<file path="src/rtl/dpc_pkg.sv">
package dpc_pkg;
  localparam int  BUS_W     = 32;
  localparam logic ADDR_CTRL = 1'b0;
  localparam logic ADDR_STAT = 1'b1;
  localparam int  EN_BIT    = 0;
  localparam int  SEL_LSB   = 8;
  localparam int  SEL_FW    = 4;
  localparam int  NAVG_LSB  = 16;
  localparam int  RDY_BIT   = 24;
endpackage

</file>
<file path="src/rtl/dpc_sync.sv">
module dpc_sync #(
  parameter int W = 2
) (
  input  logic         clk,
  input  logic         rst,
  input  logic [W-1:0] din,
  output logic [W-1:0] dout
);
  logic [W-1:0] meta;

  always_ff @(posedge clk) begin
    if (rst) begin
      meta <= '0;
      dout <= '0;
    end else begin
      meta <= din;
      dout <= meta;
    end
  end
endmodule

</file>
<file path="src/rtl/dpc_edge_det.sv">
module dpc_edge_det (
  input  logic clk,
  input  logic rst,
  input  logic din,
  output logic rise
);
  logic [2:0] tap;
  logic       lvl;
  logic       maj;

  assign maj  = (tap[0] & tap[1]) | (tap[0] & tap[2]) | (tap[1] & tap[2]);
  assign rise = maj & ~lvl;

  always_ff @(posedge clk) begin
    if (rst) begin
      tap <= '0;
      lvl <= 1'b0;
    end else begin
      tap <= {tap[1:0], din};
      lvl <= maj;
    end
  end
endmodule

</file>
<file path="src/rtl/dpc_tdc.sv">
module dpc_tdc #(
  parameter int W = 24
) (
  input  logic         clk,
  input  logic         rst,
  input  logic         clr,
  input  logic         ref_rise,
  input  logic         cmp_rise,
  output logic         smp_valid,
  output logic [W-1:0] smp_val
);
  logic         armed;
  logic [W-1:0] cnt;

  always_ff @(posedge clk) begin
    if (rst || clr) begin
      armed     <= 1'b0;
      cnt       <= '0;
      smp_valid <= 1'b0;
      smp_val   <= '0;
    end else begin
      smp_valid <= 1'b0;
      if (ref_rise) begin
        cnt   <= W'(1);
        armed <= !cmp_rise;
        if (cmp_rise) begin
          smp_valid <= 1'b1;
          smp_val   <= '0;
        end
      end else if (armed) begin
        if (cmp_rise) begin
          smp_valid <= 1'b1;
          smp_val   <= cnt;
          armed     <= 1'b0;
        end else if (cnt != '1) begin
          cnt <= cnt + W'(1);
        end
      end
    end
  end
endmodule

</file>
<file path="src/rtl/dpc_div.sv">
module dpc_div #(
  parameter int NW = 36,
  parameter int DW = 12
) (
  input  logic          clk,
  input  logic          rst,
  input  logic          clr,
  input  logic          start,
  input  logic [NW-1:0] dividend,
  input  logic [DW-1:0] divisor,
  output logic          busy,
  output logic          done,
  output logic [NW-1:0] quot
);
  localparam int STEP_W = $clog2(NW + 1);

  logic [STEP_W-1:0] step;
  logic [DW-1:0]     rem;
  logic [DW-1:0]     dvs;
  logic [NW-1:0]     q;
  logic [DW:0]       trial;
  logic [DW:0]       diff;
  logic              ge;

  assign trial = {rem, q[NW-1]};
  assign diff  = trial - {1'b0, dvs};
  assign ge    = trial >= {1'b0, dvs};

  always_ff @(posedge clk) begin
    if (rst || clr) begin
      busy <= 1'b0;
      done <= 1'b0;
      step <= '0;
      rem  <= '0;
      dvs  <= '0;
      q    <= '0;
      quot <= '0;
    end else begin
      done <= 1'b0;
      if (start && !busy) begin
        busy <= 1'b1;
        q    <= dividend;
        rem  <= '0;
        dvs  <= divisor;
        step <= STEP_W'(NW);
      end else if (busy) begin
        q    <= {q[NW-2:0], ge};
        rem  <= ge ? diff[DW-1:0] : trial[DW-1:0];
        step <= step - STEP_W'(1);
        if (step == STEP_W'(1)) begin
          busy <= 1'b0;
          done <= 1'b1;
          quot <= {q[NW-2:0], ge};
        end
      end
    end
  end
endmodule

</file>
<file path="src/rtl/dmtd_phase_cal.sv">
module dmtd_phase_cal
  import dpc_pkg::*;
#(
  parameter int NCMP    = 16,
  parameter int PHASE_W = 24,
  parameter int NAVG_W  = 12
) (
  input  logic             clk,
  input  logic             rst,
  input  logic             ref_clk_i,
  input  logic [NCMP-1:0]  cmp_clk_i,
  input  logic             bus_wr,
  input  logic             bus_addr,
  input  logic [BUS_W-1:0] bus_wdata,
  output logic [BUS_W-1:0] bus_rdata,
  output logic             phase_ready
);
  localparam int ACC_W = PHASE_W + NAVG_W;
  localparam int SEL_N = 1 << SEL_FW;

  logic              en_q;
  logic [SEL_FW-1:0] sel_q;
  logic [NAVG_W-1:0] navg_q;
  logic [PHASE_W-1:0] phase_q;
  logic              ready_q;

  logic [NCMP:0]     syn;
  logic [SEL_N-1:0]  cmp_pad;
  logic              cmp_pick;
  logic              ref_rise, cmp_rise;
  logic              smp_valid;
  logic [PHASE_W-1:0] smp_val;

  logic [ACC_W-1:0]  acc_q, acc_nx, div_num;
  logic [NAVG_W-1:0] nsamp_q, navg_eff, div_den;
  logic [NAVG_W:0]   nsamp_nx;
  logic              div_go, div_busy, div_done;
  logic [ACC_W-1:0]  div_quot;

  logic ctrl_wr, stat_clr, sel_chg, flush, set_end;
  logic [BUS_W-1:0] ctrl_word, stat_word;
  logic unused_bits;

  assign unused_bits = ^{bus_wdata, div_quot};

  dpc_sync #(.W(NCMP + 1)) u_sync (
    .clk(clk), .rst(rst), .din({cmp_clk_i, ref_clk_i}), .dout(syn)
  );

  generate
    for (genvar k = 0; k < SEL_N; k++) begin : g_pad
      if (k < NCMP) begin : g_live
        assign cmp_pad[k] = syn[k+1];
      end else begin : g_tie
        assign cmp_pad[k] = 1'b0;
      end
    end
  endgenerate

  assign cmp_pick = cmp_pad[sel_q];

  dpc_edge_det u_ref_edge (.clk(clk), .rst(rst), .din(syn[0]),   .rise(ref_rise));
  dpc_edge_det u_cmp_edge (.clk(clk), .rst(rst), .din(cmp_pick), .rise(cmp_rise));

  assign ctrl_wr  = bus_wr && (bus_addr == ADDR_CTRL);
  assign stat_clr = bus_wr && (bus_addr == ADDR_STAT) && bus_wdata[RDY_BIT];
  assign sel_chg  = ctrl_wr && (bus_wdata[SEL_LSB +: SEL_FW] != sel_q);
  assign flush    = !en_q || sel_chg;

  dpc_tdc #(.W(PHASE_W)) u_tdc (
    .clk(clk), .rst(rst), .clr(flush),
    .ref_rise(ref_rise), .cmp_rise(cmp_rise),
    .smp_valid(smp_valid), .smp_val(smp_val)
  );

  always_ff @(posedge clk) begin
    if (rst) begin
      en_q   <= 1'b0;
      sel_q  <= '0;
      navg_q <= '0;
    end else if (ctrl_wr) begin
      en_q   <= bus_wdata[EN_BIT];
      sel_q  <= bus_wdata[SEL_LSB +: SEL_FW];
      navg_q <= bus_wdata[NAVG_LSB +: NAVG_W];
    end
  end

  assign navg_eff = (navg_q == '0) ? NAVG_W'(1) : navg_q;
  assign nsamp_nx = {1'b0, nsamp_q} + (NAVG_W + 1)'(1);
  assign acc_nx   = acc_q + ACC_W'(smp_val);
  assign set_end  = nsamp_nx >= {1'b0, navg_eff};

  always_ff @(posedge clk) begin
    if (rst || flush) begin
      acc_q   <= '0;
      nsamp_q <= '0;
      div_go  <= 1'b0;
      div_num <= '0;
      div_den <= '0;
    end else begin
      div_go <= 1'b0;
      if (smp_valid) begin
        if (set_end) begin
          div_go  <= 1'b1;
          div_num <= acc_nx;
          div_den <= navg_eff;
          acc_q   <= '0;
          nsamp_q <= '0;
        end else begin
          acc_q   <= acc_nx;
          nsamp_q <= nsamp_nx[NAVG_W-1:0];
        end
      end
    end
  end

  dpc_div #(.NW(ACC_W), .DW(NAVG_W)) u_div (
    .clk(clk), .rst(rst), .clr(flush), .start(div_go),
    .dividend(div_num), .divisor(div_den),
    .busy(div_busy), .done(div_done), .quot(div_quot)
  );

  always_ff @(posedge clk) begin
    if (rst) begin
      phase_q <= '0;
      ready_q <= 1'b0;
    end else begin
      if (div_done) phase_q <= div_quot[PHASE_W-1:0];
      if (div_done)      ready_q <= 1'b1;
      else if (stat_clr) ready_q <= 1'b0;
    end
  end

  always_comb begin
    ctrl_word = '0;
    ctrl_word[EN_BIT] = en_q;
    ctrl_word[SEL_LSB +: SEL_FW] = sel_q;
    ctrl_word[NAVG_LSB +: NAVG_W] = navg_q;
    stat_word = '0;
    stat_word[0 +: PHASE_W] = phase_q;
    stat_word[RDY_BIT] = ready_q;
  end

  always_ff @(posedge clk) begin
    if (rst) bus_rdata <= '0;
    else     bus_rdata <= (bus_addr == ADDR_CTRL) ? ctrl_word : stat_word;
  end

  assign phase_ready = ready_q;
endmodule

</file>
<file path="config.mk">
export PLATFORM = sky130hd
export DESIGN_NAME = dmtd_phase_cal
export DESIGN_NICKNAME = d
export VERILOG_FILES = /design/src/rtl/dpc_pkg.sv /design/src/rtl/dpc_sync.sv /design/src/rtl/dpc_edge_det.sv /design/src/rtl/dpc_tdc.sv /design/src/rtl/dpc_div.sv /design/src/rtl/dmtd_phase_cal.sv
export SDC_FILE = /design/constraint.sdc
export NUM_CORES = 1
export LEC_CHECK = 0
export BUFFER_PORTS_ARGS = -buffer_cell sky130_fd_sc_hd__buf_2
export CORE_MARGIN = 3
export CORE_UTILIZATION = 45
export DETAILED_ROUTE_END_ITERATION = 8
export SLEW_MARGIN = 10
export SYNTH_ARGS = -nofsm -noshare
export SYNTH_HDL_FRONTEND = slang
export SYNTH_SLANG_ARGS = --single-unit
</file>
<file path="constraint.sdc">
create_clock -name clk -period 7.8 [get_ports clk]
set_input_delay 0.78 -clock clk [delete_from_list [all_inputs] [get_ports clk]]
set_output_delay 0.78 -clock clk [all_outputs]
set_load 0.1 [all_outputs]
</file>
# After elaboration in Yosys (flattened, before gate mapping)

Cells that the tools add are included.
W data, S select, Z words.

$add $sub $neg: 5
$mul: 0
Div/mod/pow operators: 0
Magnitude comparators: 3
Equal/unequal tests: 4
Shift-type cells: 0
Multiplexer cells: 32
Bitwise gates (word level): 19
Reduce and logical (&&, ||, !) cells: 26

Operator list:

| cell                    | count |
|---|---|
| $mux W36                | 3 |
| $mux W24                | 4 |
| $add A36 B24 Y36        | 1 |
| $mux W12                | 3 |
| $ge A13 B12 Y1          | 2 |
| $mux W25                | 1 |
| $add A24 B1 Y24 const B | 1 |
| $ne A24 B24 Y1 const B  | 1 |
| $mux W1                 | 18 |
| $add A12 B1 Y13 const B | 1 |
| $logic_not A12 Y1       | 1 |
| $mux W6                 | 2 |
| $sub A12 B12 Y12        | 1 |
| $reduce_or A2 Y1        | 5 |
| $reduce_and A3 Y1       | 3 |
| $and A1 B1 Y1           | 8 |
| $reduce_bool A2 Y1      | 4 |
| $not A1 Y1              | 7 |
| $eq A6 B1 Y1 const B    | 1 |
| $sub A6 B1 Y6 const B   | 1 |
| $logic_and A1 B1 Y1     | 5 |
| $lt A4 B5 Y1 const B    | 1 |
| $bmux W1 S4             | 1 |
| $ne A4 B4 Y1            | 1 |
| 6 further kinds         | 13 |

Register bits after elaboration: 355
Bits in latches: 0
Bits in writable memories: 0
Bits in read-only memories: 0
Bits of input ports: 53
Output and inout port bits: 33
Word-level logic and storage cells: 121
Memories: 0

# Logic depth before layout (Yosys ltp)

Gate-level depths: netlist of run 1.

Depth after elaboration: 7
Mapped depth: 17
Depth with buffers taken out: 14

# Cells and area by module

From an unflattened synthesis of run 1, not the netlist that was laid out.

Cells, all modules: 1,882
Area, all modules: 16,233.1 sq um

Modules (own cells, without submodules):

| module         | times used | cells an instance | area each (sq um) | sequential area each (sq um) |
|---|---|---|---|---|
| dmtd_phase_cal | 1          | 961               | 8,195.4           | 3,343.2 |
| dpc_div        | 1          | 587               | 4,744.6           | 2,082.0 |
| dpc_tdc        | 1          | 241               | 2,120.8           | 1,001.0 |
| dpc_sync       | 1          | 71                | 937.1             | 680.7 |
| dpc_edge_det   | 2          | 11                | 117.6             | 80.1 |

# Least setup slack after synthesis of run 1

Ideal clock, no wire load.

Kind: reg2reg
From: reg nsamp_q[0]
To: reg acc_q[26]
Library setup time: 0.062 ns
Arrival: 3.182 ns
Data required time: 7.738 ns
Slack: 4.556 ns
Stages on the path, launching flop included: 17
Path buffers: 2
Period minus slack after synthesis: 3.244 ns
Path through: dfxtp_1 ha_1 and3_1 and3_1 buf_2 nand3_1 nor2_1 xor2_1 ha_1 a21o_1 a21oi_1 o211a_1 o211a_1 buf_4 nand2_1 or4_1 nand3_1

Longest elaborated chain between the ends: 3

Ends and longest elaborated chain:

| item                   | line                  | source |
|---|---|---|
| start, declared        | dmtd_phase_cal.sv:35  | `logic [NAVG_W-1:0] nsamp_q, navg_eff, div_den;` |
| start signal, assigned | dmtd_phase_cal.sv:111 | `nsamp_q <= nsamp_nx[NAVG_W-1:0];` |
| $add A12 B1 Y13        | dmtd_phase_cal.sv:89  | `assign nsamp_nx = {1'b0, nsamp_q} + (NAVG_W + 1)'(1);` |
| $ge A13 B12 Y1         | dmtd_phase_cal.sv:91  | `assign set_end = nsamp_nx >= {1'b0, navg_eff};` |
| $mux W36               | dmtd_phase_cal.sv:103 | `if (set_end) begin` |
| end signal, assigned   | dmtd_phase_cal.sv:110 | `acc_q <= acc_nx;` |
| end, declared          | dmtd_phase_cal.sv:34  | `logic [ACC_W-1:0] acc_q, acc_nx, div_num;` |

No other way between the ends.
A chain may end at the register's enable or synchronous reset.

# Worst setup path in the final report of run 1

From: reg nsamp_q[0]
To: reg div_den[0]

Longest elaborated chain between the ends: 3

Ends and longest elaborated chain:

| item                        | line                  | source |
|---|---|---|
| $add A12 B1 Y13             | dmtd_phase_cal.sv:89  |  |
| $ge A13 B12 Y1              | dmtd_phase_cal.sv:91  |  |
| $reduce_and A2 Y1 (no line) | -                     |  |
| end signal, assigned        | dmtd_phase_cal.sv:106 | `div_den <= navg_eff;` |
| end, declared               | dmtd_phase_cal.sv:35  |  |

No other way between the ends.

==> results.sh, run 1 <==
export IMPL_die_x_um=190
export IMPL_fmax_mhz=232
export IMPL_cp_required_ns=8.18
export IMPL_synth_cell_type_count=68
export IMPL_vias=11884
export IMPL_final_min_clock_period_ns=4.32
export IMPL_grt_pass1_vias=11256
export IMPL_yosys_most_used_dff="dfxtp_1"
export IMPL_peakVddDrop_uv=161
export IMPL_cts_made_buffers=38
export IMPL_synth_warnings=0
export IMPL_cts_htree_levels=2
export IMPL_setup_tns_ns=0
export IMPL_place_congestion=0.872
export IMPL_synth_seq_cells=351
export IMPL_viasPerCell=5.28
export IMPL_setup_violations=0
export IMPL_core_area_sq_um=33000
export IMPL_grt_pass1_wl_um=57400
export IMPL_worstPathCellList="ha_1 -> and3_1 -> and3_1 -> nand3_1 -> nor2_1 -> xor2_1 -> ha_1 -> nand3_1 -> or2_2 -> o21ai_2 -> and2_2 -> mux2i_1 -> nor2_1"
export IMPL_postLayoutSetupSlackWorst_ns=3.48
export IMPL_num_io_pins=86
export IMPL_cap_violations=0
export IMPL_start_util_pct=46.3
export IMPL_drt_wirelength_per_cell_um=15.2
export IMPL_crit_type="reg -> reg"
export IMPL_global_route_overflow_total=0
export IMPL_drc=0
export IMPL_numClockSinks=351
export IMPL_port_buffers=66
export IMPL_drt_initial_drc_count=564
export IMPL_post_cts_resized=0
export IMPL_clk_pin_slew_worst_paths_ns=0.06
export IMPL_dieHeight_um=190
export IMPL_finalHoldViolations=0
export IMPL_synth_edf_count=0
export IMPL_slew_headroom_pct=24.6
export IMPL_pre_cts_slack_ns=3.47
export IMPL_die_area_sq_um=36200
export IMPL_routed_wirelength_um=34200
export IMPL_cp_arrival_ns=4.70
export IMPL_grt_max_degree=183
export IMPL_finalNetCount=1887
export IMPL_clk_path_buf_depth=3
export IMPL_cts_tree="yes"
export IMPL_worst_pin_slew_ns=1.13
export IMPL_max_stage_delay_ns=1.00
export IMPL_outcome="finished clean"
export IMPL_antenna_cells=0
export IMPL_power_density_nw_per_um2=213
export IMPL_hp_class="reg -> reg"
export IMPL_synth_avg_cell_area_sq_um=8.68
export IMPL_ant_nets=0
export IMPL_num_rows=66
export IMPL_drive_gt1_share_pct=9.19
export IMPL_dpl_hpwl_um=23300
export IMPL_synth_seq_area_share_pct=46.0
export IMPL_clockRootBuffer="clkbuf_16"
export IMPL_final_max_slew_violation_count=0
export IMPL_post_cts_setup_buffers=0
export IMPL_path_max_fanout=60
export IMPL_cp_buffers_inverters=0
export IMPL_critical_path_slowest_cell="and2_2"
export IMPL_startpoint_type="flop"
export IMPL_end_kind="flop"
export IMPL_hold_buffers=0
export IMPL_syn2layout_area_growth_pct=11.6
export IMPL_skew_ns=0.0186
export IMPL_rsz0062_at_grt="no"
export IMPL_first_pass_iters=5
export IMPL_synth_cells=1761
export IMPL_cellLeakagePower_nw=6.27
export IMPL_critPathTopFamily="simple AND/OR/NAND/NOR gates"
export IMPL_final_period_utilization_pct=55.4
export IMPL_async_flop_share_pct=0
export IMPL_grt_usage_pct=19.0
export IMPL_clk_latency_ns=0.54
export IMPL_syn_cell_area_sq_um=15300
export IMPL_antenna_found_initial=0
==> synth_stat cells, types with 6 or more instances <==
master / count / share of area [%]
a211oi_1: 17 / 0.83
a21o_1: 25 / 1.2
a21oi_1: 197 / 6.4
a22o_1: 12 / 0.69
a22oi_1: 25 / 1.2
a31oi_1: 16 / 0.65
and2_1: 15 / 0.61
and3_1: 16 / 0.65
buf_1: 8 / 0.20
buf_2: 12 / 0.39
buf_4: 6 / 0.29
clkbuf_1: 74 / 1.8
dfxtp_1: 351 / 46
ha_1: 52 / 4.3
inv_1: 39 / 0.96
mux2i_1: 78 / 5.1
nand2_1: 235 / 5.8
nand2b_1: 18 / 0.74
nand3_1: 45 / 1.5
nand3b_1: 7 / 0.34
nand4_1: 13 / 0.53
nor2_1: 216 / 5.3
nor2b_1: 54 / 2.2
nor3_1: 17 / 0.56
o21a_1: 13 / 0.64
o21ai_0: 36 / 1.2
or3_1: 13 / 0.53
xnor2_1: 37 / 2.1
xor2_1: 40 / 2.3
==> where the power goes <==
part	leakage, nW	internal (W)	switching [W]	total [W]
Combinational	2.84	0.0000293	0.0000680	0.0000973
Sequential	2.84	0.00181	0.0000115	0.00182
Clock	0.595	0.00101	0.000715	0.00172
==> metrics by stage <==
stage | util (%) | total power (W) | std cells | instance area (sq um) | hold WS (ns)
after global placement | 48.0 | 0.00196 | 2182 | 15900 | 0.418
final | 51.6 | 0.00364 | 2249 | 17100 | 0.429
after CTS | 51.6 | 0.00369 | 2249 | 17100 | 0.431
after floorplan | - | 0.00193 | 1764 | 15300 | 0.414
after global routing | 51.6 | 0.00377 | 2249 | 17100 | 0.440
after detailed placement | 48.0 | 0.00196 | 2182 | 15900 | 0.423
==> cell usage in the layout, fill, tap and decap left out, types with 39 or more instances in the layout <==
cell     Yosys  routed
a21oi_1    197     197
buf_2       12      65
dfxtp_1    351     349
ha_1        52      52
inv_1       39      39
mux2i_1     78      78
nand2_1    235     235
nand3_1     45      45
nor2_1     216     216
nor2b_1     54      54
xor2_1      40      40
==> final timing paths <==
path | start | end | slack (ns) | depth (start not counted)
hold reg to reg | u_sync.meta[16]$_SDFF_PP0_ | u_sync.dout[16]$_SDFF_PP0_ | 0.43 | 1
setup reg to reg | nsamp_q[0]$_SDFFE_PP0P_ | div_den[0]$_SDFFE_PP0P_ | 3.48 | 13
hold / removal | u_sync.meta[16]$_SDFF_PP0_ | u_sync.dout[16]$_SDFF_PP0_ | 0.43 | 1
setup / recovery | nsamp_q[0]$_SDFFE_PP0P_ | div_den[0]$_SDFFE_PP0P_ | 3.48 | 13
==> cell families after synthesis <==
kind of cell	after synthesis	synth area share, %
fa+ha+maj	56	4.65
xor+xnor	77	4.41
buf+inv	141	3.76
other cells	1	0.0245
simple gates	673	20.0
compound gates	378	15.3
flops	351	46.0
mux	84	5.92
==> registers in the layout, indices dropped and copies added, names as in the netlist, 17 cells and up <==
name,flops
acc_q,36
bus_rdata,28
div_num,36
phase_q,24
u_div.q,36
u_div.quot,24
u_sync.dout,17
u_sync.meta,17
u_tdc.cnt,24
u_tdc.smp_val,24
==> cell type report <==
cell class | instances | area (sq um)
fillers | 3241 | 16000
multi-input cells | 1272 | 7700
flip-flops and latches | 351 | 7030
clock buffers | 59 | 1140
well taps | 442 | 553
repair buffers | 77 | 428
inverters | 40 | 150
clock inverters | 8 | 58.8
==> metal layers <==
layer,global-route usage [%],vias to the layer above,routed length (um)
met3,2.83,54,1340
met2,30.0,204,15200
met5,0,-,0
met1,27.2,5535,16900
met4,5.33,0,750
li1,-,6091,-
(Power assumes the default switching activity.)
==> run 2: changes to the inputs <==
==> constraint.sdc (replaced) <==
create_clock -name clk -period 4 [get_ports clk]
set_input_delay 0.4 -clock clk [delete_from_list [all_inputs] [get_ports clk]]
set_output_delay 0.4 -clock clk [all_outputs]
set_load 0.1 [all_outputs]
==> run 2 against run 1 <==
Effect of this change: maximum frequency rose by 17%; largest power group unchanged; die area did not move; via count fell by 0.32%; sequential power rose by 95%; routed wire length fell by 0.50%; critical path type unchanged.
==> results.sh, run 2 (synthesis gave the netlist of run 1 again) <==
export IMPL_slew_headroom_pct=28.6
export IMPL_startpoint_type="flop"
export IMPL_dpl_hpwl_um=23400
export IMPL_cp_buffers_inverters=0
export IMPL_clk_latency_ns=0.54
export IMPL_crit_type="reg -> reg"
export IMPL_dieHeight_um=190
export IMPL_end_kind="flop"
export IMPL_instances_no_fill=2263
export IMPL_num_io_pins=86
export IMPL_place_congestion=0.853
export IMPL_clockRootBuffer="clkbuf_16"
export IMPL_setup_tns_ns=0
export IMPL_ant_nets=0
export IMPL_r2r_start="nsamp_q[0]$_SDFFE_PP0P_"
export IMPL_critPathTopFamily="simple AND/OR/NAND/NOR gates"
export IMPL_startpoint="nsamp_q[0]$_SDFFE_PP0P_"
export IMPL_grt_max_degree=122
export IMPL_die_x_um=190
export IMPL_crit_end="acc_q[26]$_SDFFE_PP0P_"
export IMPL_cap_violations=0
export IMPL_grt_pass1_vias=11157
export IMPL_layout_common_cells="dfxtp_1, nand2_1, nor2_1, a21oi_1, mux2i_1"
export IMPL_start_util_pct=46.3
export IMPL_post_cts_resized=0
export IMPL_antenna_cells=0
export IMPL_num_rows=66
export IMPL_grt_pass1_wl_um=57000
export IMPL_max_stage_delay_ns=0.48
export IMPL_rsz0062_at_grt="no"
export IMPL_peakVddDrop_uv=355
export IMPL_global_route_overflow_total=0
export IMPL_cellLeakagePower_nw=6.37
export IMPL_final_period_utilization_pct=92.4
export IMPL_clk_pin_slew_worst_paths_ns=0.06
export IMPL_post_cts_setup_buffers=0
export IMPL_pre_cts_slack_ns=0.327
export IMPL_routed_wirelength_um=34000
export IMPL_cp_arrival_ns=4.16
export IMPL_drt_wirelength_per_cell_um=15.0
export IMPL_skew_ns=0.0205
export IMPL_critical_path_slowest_cell="or4_1"
export IMPL_finalHoldViolations=0
export IMPL_cp_required_ns=4.47
export IMPL_worst_pin_slew_ns=1.07
export IMPL_crit_cells=14
export IMPL_postLayoutSetupSlackWorst_ns=0.304
export IMPL_first_pass_iters=5
export IMPL_cts_htree_levels=2
export IMPL_numClockSinks=351
export IMPL_setup_reg_to_reg_worst_slack_ns=0.30
export IMPL_final_max_slew_violation_count=0
export IMPL_port_buffers=66
export IMPL_layout_commonest_cell="dfxtp_1"
export IMPL_power_density_nw_per_um2=422
export IMPL_placed_cells=2195
export IMPL_clk_path_buf_depth=3
export IMPL_cts_tree="yes"
export IMPL_worstPathCellList="ha_1 -> and3_1 -> and3_1 -> nand3_1 -> nor2_1 -> xor2_1 -> ha_1 -> a21o_1 -> a21oi_1 -> o211a_1 -> o211a_1 -> nand2_1 -> or4_1 -> nand3_1"
export IMPL_hold_buffers=0
export IMPL_die_area_sq_um=36200
export IMPL_antenna_found_initial=0
export IMPL_outcome="finished clean"
export IMPL_reg2reg_to="acc_q[26]$_SDFFE_PP0P_"
export IMPL_vias=11846
export IMPL_hp_class="in -> reg"
export IMPL_fmax_mhz=271
export IMPL_largest_registers="acc_q: 36 flops, div_num: 36 flops, u_div.q: 36 flops"
export IMPL_finalNetCount=1900
export IMPL_path_max_fanout=10
export IMPL_worst_r2r_path_depth=14
export IMPL_total_power_w=0.00728
export IMPL_syn2layout_area_growth_pct=12.8
export IMPL_drt_initial_drc_count=660
export IMPL_drive_gt1_share_pct=9.88
export IMPL_final_min_clock_period_ns=3.70
export IMPL_setup_violations=0
export IMPL_cts_made_buffers=38
export IMPL_core_area_sq_um=33000
export IMPL_viasPerCell=5.23
export IMPL_grt_usage_pct=18.8
export IMPL_drc=0
==> run 2: cell types whose count changed in the layout (fill, tap and decap cells not counted), sizes merged <==
cell,previous run,this run
buf,77,90
bufinv,0,3
clkbuf,59,56
clkinv,7,8
clkinvlp,0,2
inv,41,39
==> run 2: layer usage <==
metal / vias up / track usage [%] / routed length (um)
met5: - / 0 / 0
li1: 6112 / - / -
met3: 50 / 2.72 / 1210
met1: 5507 / 26.8 / 16800
met2: 177 / 30.0 / 15300
met4: 0 / 5.36 / 753
==> run 2: layout make-up <==
type	instances	area (sq um)
multi-input cells	1272	7700
inverters	40	150
repair buffers	90	538
clock buffers	56	1110
flip-flops and latches	351	7030
clock inverters	12	166
fillers	3141	15800
well taps	442	553
==> run 2: how the worst min path moves through the flow <==
stage                                     startpoint                      endpoint  slack, ns  depth (start not counted)
after detailed placement  u_sync.meta[11]$_SDFF_PP0_    u_sync.dout[11]$_SDFF_PP0_       0.42                          1
after floorplan            u_sync.dout[0]$_SDFF_PP0_  u_ref_edge.tap[0]$_SDFF_PP0_       0.41                          1
after global placement     u_sync.meta[5]$_SDFF_PP0_     u_sync.dout[5]$_SDFF_PP0_       0.42                          1
after global routing                   cmp_clk_i[10]    u_sync.meta[11]$_SDFF_PP0_       0.06                          2
final                                  cmp_clk_i[15]    u_sync.meta[16]$_SDFF_PP0_       0.07                          2
after CTS                              cmp_clk_i[14]    u_sync.meta[15]$_SDFF_PP0_       0.06                          2
==> run 2: metrics by stage <==
step,hold WS (ns),utilization (%),area [sq um]
6_report,0.0729,52.2,17200
5_1_grt,0.0644,52.2,17200
4_1_cts,0.0558,52.2,17200
3_5_place_dp,0.420,48.3,16000
3_3_place_gp,0.416,48.3,16000
2_1_floorplan,0.414,-,15300
==> run 2: power by group <==
part           internal (W)  switching [W]
Clock               0.00213        0.00141
Sequential          0.00352      0.0000204
Combinational     0.0000636       0.000135
==> run 3: changes to the inputs <==
--- a/config.mk
+++ b/config.mk
@@ -5,10 +5,14 @@
 export SDC_FILE = /design/constraint.sdc
 export NUM_CORES = 1
 export LEC_CHECK = 0
+export ABC_AREA = 1
 export BUFFER_PORTS_ARGS = -buffer_cell sky130_fd_sc_hd__buf_2
+export CELL_PAD_IN_SITES_DETAIL_PLACEMENT = 2
+export CELL_PAD_IN_SITES_GLOBAL_PLACEMENT = 2
 export CORE_MARGIN = 3
-export CORE_UTILIZATION = 45
+export CORE_UTILIZATION = 35
 export DETAILED_ROUTE_END_ITERATION = 8
+export PLACE_DENSITY_LB_ADDON = 0.1
 export SLEW_MARGIN = 10
 export SYNTH_ARGS = -nofsm -noshare
 export SYNTH_HDL_FRONTEND = slang
==> run 3 against run 2 <==
Effect of this change: final area grew 6.5%; sequential power is essentially flat; worst setup slack gained 0.32 ns; clock-buffer cell count grew 6; register-to-register slack gained 0.32 ns; clock power grew 12%; final cell count grew 31%; critical path depth grew 2; routed wire length grew 62%.
==> results.sh, run 3 <==
export IMPL_reg2reg_to="div_num[26]$_SDFFE_PP0P_"
export IMPL_vias=15050
export IMPL_rsz0062_at_grt="no"
export IMPL_max_stage_delay_ns=0.41
export IMPL_cts_made_buffers=43
export IMPL_synth_seq_area_share_pct=43.4
export IMPL_hp_start="cmp_clk_i[5]"
export IMPL_post_cts_resized=0
export IMPL_cp_arrival_ns=3.86
export IMPL_setup_violations=0
export IMPL_die_area_sq_um=48900
export IMPL_hold_buffers=0
export IMPL_hold_end="u_sync.meta[6]$_SDFF_PP0_"
export IMPL_ff_latch_area_sq_um=7030
export IMPL_grt_use_met2_pct=39.9
export IMPL_cap_violations=0
export IMPL_worst_r2r_path_depth=16
export IMPL_cellLeakagePower_nw=7.39
export IMPL_synth_seq_cells=351
export IMPL_critical_path_slowest_cell="dfxtp_1"
export IMPL_startpoint_type="flop"
export IMPL_dieHeight_um=221
export IMPL_grt_pass1_wl_um=90000
export IMPL_peakVddDrop_uv=311
export IMPL_routed_wirelength_um=55000
export IMPL_path_max_fanout=32
export IMPL_yosys_most_used_dff="dfxtp_1"
export IMPL_final_min_clock_period_ns=3.37
export IMPL_grt_max_degree=84
export IMPL_drt_wirelength_per_cell_um=18.6
export IMPL_layout_commonest_cell="nand2_1"
export IMPL_place_congestion=0.806
export IMPL_multiInputGateArea_sq_um=7720
export IMPL_clk_path_buf_depth=3
export IMPL_final_max_slew_violation_count=0
export IMPL_power_density_nw_per_um2=423
export IMPL_hp_class="in -> reg"
export IMPL_core_area_sq_um=45600
export IMPL_finalHoldViolations=0
export IMPL_final_period_utilization_pct=84.3
export IMPL_synth_area_top_cells="dfxtp_1, nand2_1, nor2_1, a21oi_1, inv_1"
export IMPL_cts_tree="yes"
export IMPL_synth_cells=2296
export IMPL_synth_cell_type_count=45
export IMPL_layout_common_cells="nand2_1, dfxtp_1, nor2_1, inv_1, a21oi_1"
export IMPL_dpl_hpwl_um=39600
export IMPL_cts_htree_levels=2
export IMPL_ant_nets=0
export IMPL_async_flop_share_pct=0
export IMPL_synth_top_cell_by_area="dfxtp_1"
export IMPL_drt_initial_drc_count=693
export IMPL_start_util_pct=35.6
export IMPL_critPathTopFamily="simple AND/OR/NAND/NOR gates"
export IMPL_clockRootBuffer="clkbuf_16"
export IMPL_worstPathCellList="ha_1 -> nand2_1 -> nor2_2 -> nand3_1 -> nor2_1 -> xor2_1 -> ha_1 -> a21oi_1 -> o21a_1 -> nor2_1 -> nor2_2 -> nand3_4 -> nand2_4 -> buf_4 -> nand2_1 -> a21oi_1"
export IMPL_synth_edf_count=0
export IMPL_post_cts_setup_buffers=0
export IMPL_instances_no_fill=2959
export IMPL_syn2layout_area_growth_pct=13.4
export IMPL_drive_gt1_share_pct=7.59
export IMPL_drc=0
export IMPL_skew_ns=0.0120
export IMPL_syn_cell_area_sq_um=16200
export IMPL_yosysMostFrequentCell="nand2_1"
export IMPL_synth_top_cell_area_share_pct=43.4
export IMPL_ys_top_cells_by_count="nand2_1, dfxtp_1, nor2_1, inv_1, a21oi_1"
export IMPL_grt_usage_pct=22.5
export IMPL_grt_pass1_vias=16431
export IMPL_worst_pin_slew_ns=1.15
export IMPL_cp_required_ns=4.48
export IMPL_viasPerCell=5.09
export IMPL_gr_usage_met1_pct=29.0
export IMPL_num_io_pins=86
export IMPL_antenna_found_initial=1
export IMPL_clk_latency_ns=0.58
export IMPL_cp_buffers_inverters=1
export IMPL_first_pass_iters=4
export IMPL_r2r_start="nsamp_q[0]$_SDFFE_PP0P_"
export IMPL_worstHoldPathCells=3
export IMPL_port_buffers=66
export IMPL_fmax_mhz=296
export IMPL_largest_registers="acc_q: 36 flops, div_num: 36 flops, u_div.q: 36 flops"
export IMPL_die_x_um=221
export IMPL_crit_type="reg -> reg"
export IMPL_clk_pin_slew_worst_paths_ns=0.06
export IMPL_outcome="finished clean"
export IMPL_busiest_layer="met2"
export IMPL_finalNetCount=2434
export IMPL_end_kind="flop"
export IMPL_placed_cells=2882
export IMPL_startpoint="nsamp_q[0]$_SDFFE_PP0P_"
export IMPL_use_met3_pct=3.22
export IMPL_setup_tns_ns=0
export IMPL_slew_headroom_pct=23.5
export IMPL_fillers=5324
export IMPL_global_route_overflow_total=0
export IMPL_synth_avg_cell_area_sq_um=7.06
export IMPL_antenna_cells=0
export IMPL_synth_warnings=0
export IMPL_setup_reg_to_reg_worst_slack_ns=0.63
export IMPL_numClockSinks=351
export IMPL_num_rows=78
==> run 3: cell types whose count changed after synthesis, moves of 22 or more <==
cell | before | now
nor2b_1 | 54 | 0
mux2i_1 | 78 | 0
a21o_1 | 25 | 3
nand3_1 | 45 | 141
nor2_1 | 216 | 282
inv_1 | 39 | 247
nand2_1 | 235 | 587
o21ai_0 | 36 | 133
a22oi_1 | 25 | 0
==> run 3: per-stage QoR <==
step	hold slack [ns]	worst slack [ns]	area, sq um	total power (W)	util [%]
after floorplan	0.388	1.34	16200	0.00380	-
after global placement	0.398	0.783	17000	0.00388	37.2
after detailed placement	0.401	0.657	17000	0.00388	37.2
after CTS	0.0101	0.572	18400	0.00789	40.3
after global routing	0.0219	0.233	18400	0.00807	40.3
final	0.0367	0.627	18400	0.00777	40.3
==> run 3: kinds of logic after synthesis <==
| group | share of synthesized area [%] |
|---|---|
| AO/OA/AOI/OAI | 12.7 |
| adder cells (fa/ha/maj) | 4.26 |
| buffers and inverters | 9.06 |
| other | 0.0231 |
| AND/OR/NAND/NOR | 27.8 |
| XOR/XNOR | 2.86 |
| flip-flops | 43.4 |
==> run 3: area by class of cell <==
class	instances	share of cell area [%]
clock buffers	62	6.74
clock inverters	15	0.974
inverters	258	5.28
multi-input cells	1590	42.0
flip-flops and latches	351	38.3
well taps	600	4.09
repair buffers	83	2.63
==> run 3: where the power goes <==
group / switching [W] / internal (W)
registers: 0.0000207 / 0.00353
logic: 0.000195 / 0.0000635
clock network: 0.00161 / 0.00235
==> run 3: worst max path at each step <==
stage / end / slack (ns) / cells after the start
6_report: div_num[26]$_SDFFE_PP0P_ / 0.63 / 16
5_1_grt: div_num[0]$_SDFFE_PP0P_ / 0.23 / 16
4_1_cts: div_num[26]$_SDFFE_PP0P_ / 0.57 / 16
3_5_place_dp: div_num[26]$_SDFFE_PP0P_ / 0.66 / 13
3_3_place_gp: div_num[23]$_SDFFE_PP0P_ / 0.78 / 16
2_1_floorplan: div_num[28]$_SDFFE_PP0P_ / 1.34 / 17
==> run 3: metal layers <==
layer  vias to the layer above  share of wire (%)
li1                       7413                  -
met1                      7432                 46
met2                       142                 49
met3                        63                2.6
met4                         0                1.9
met5                         -                  0
==> run 3: worst register-to-register path: cells and delay by family, from the launching register on <==
family / cells / cell delay, ns
AOI/OAI and AO/OA: 3 / 0.50
xor gates and xnor gates: 1 / 0.27
adders and majority gates: 2 / 0.56
buffers and inverters: 1 / 0.37
DFF: 1 / 0.41
and+or+nand+nor: 9 / 1.19
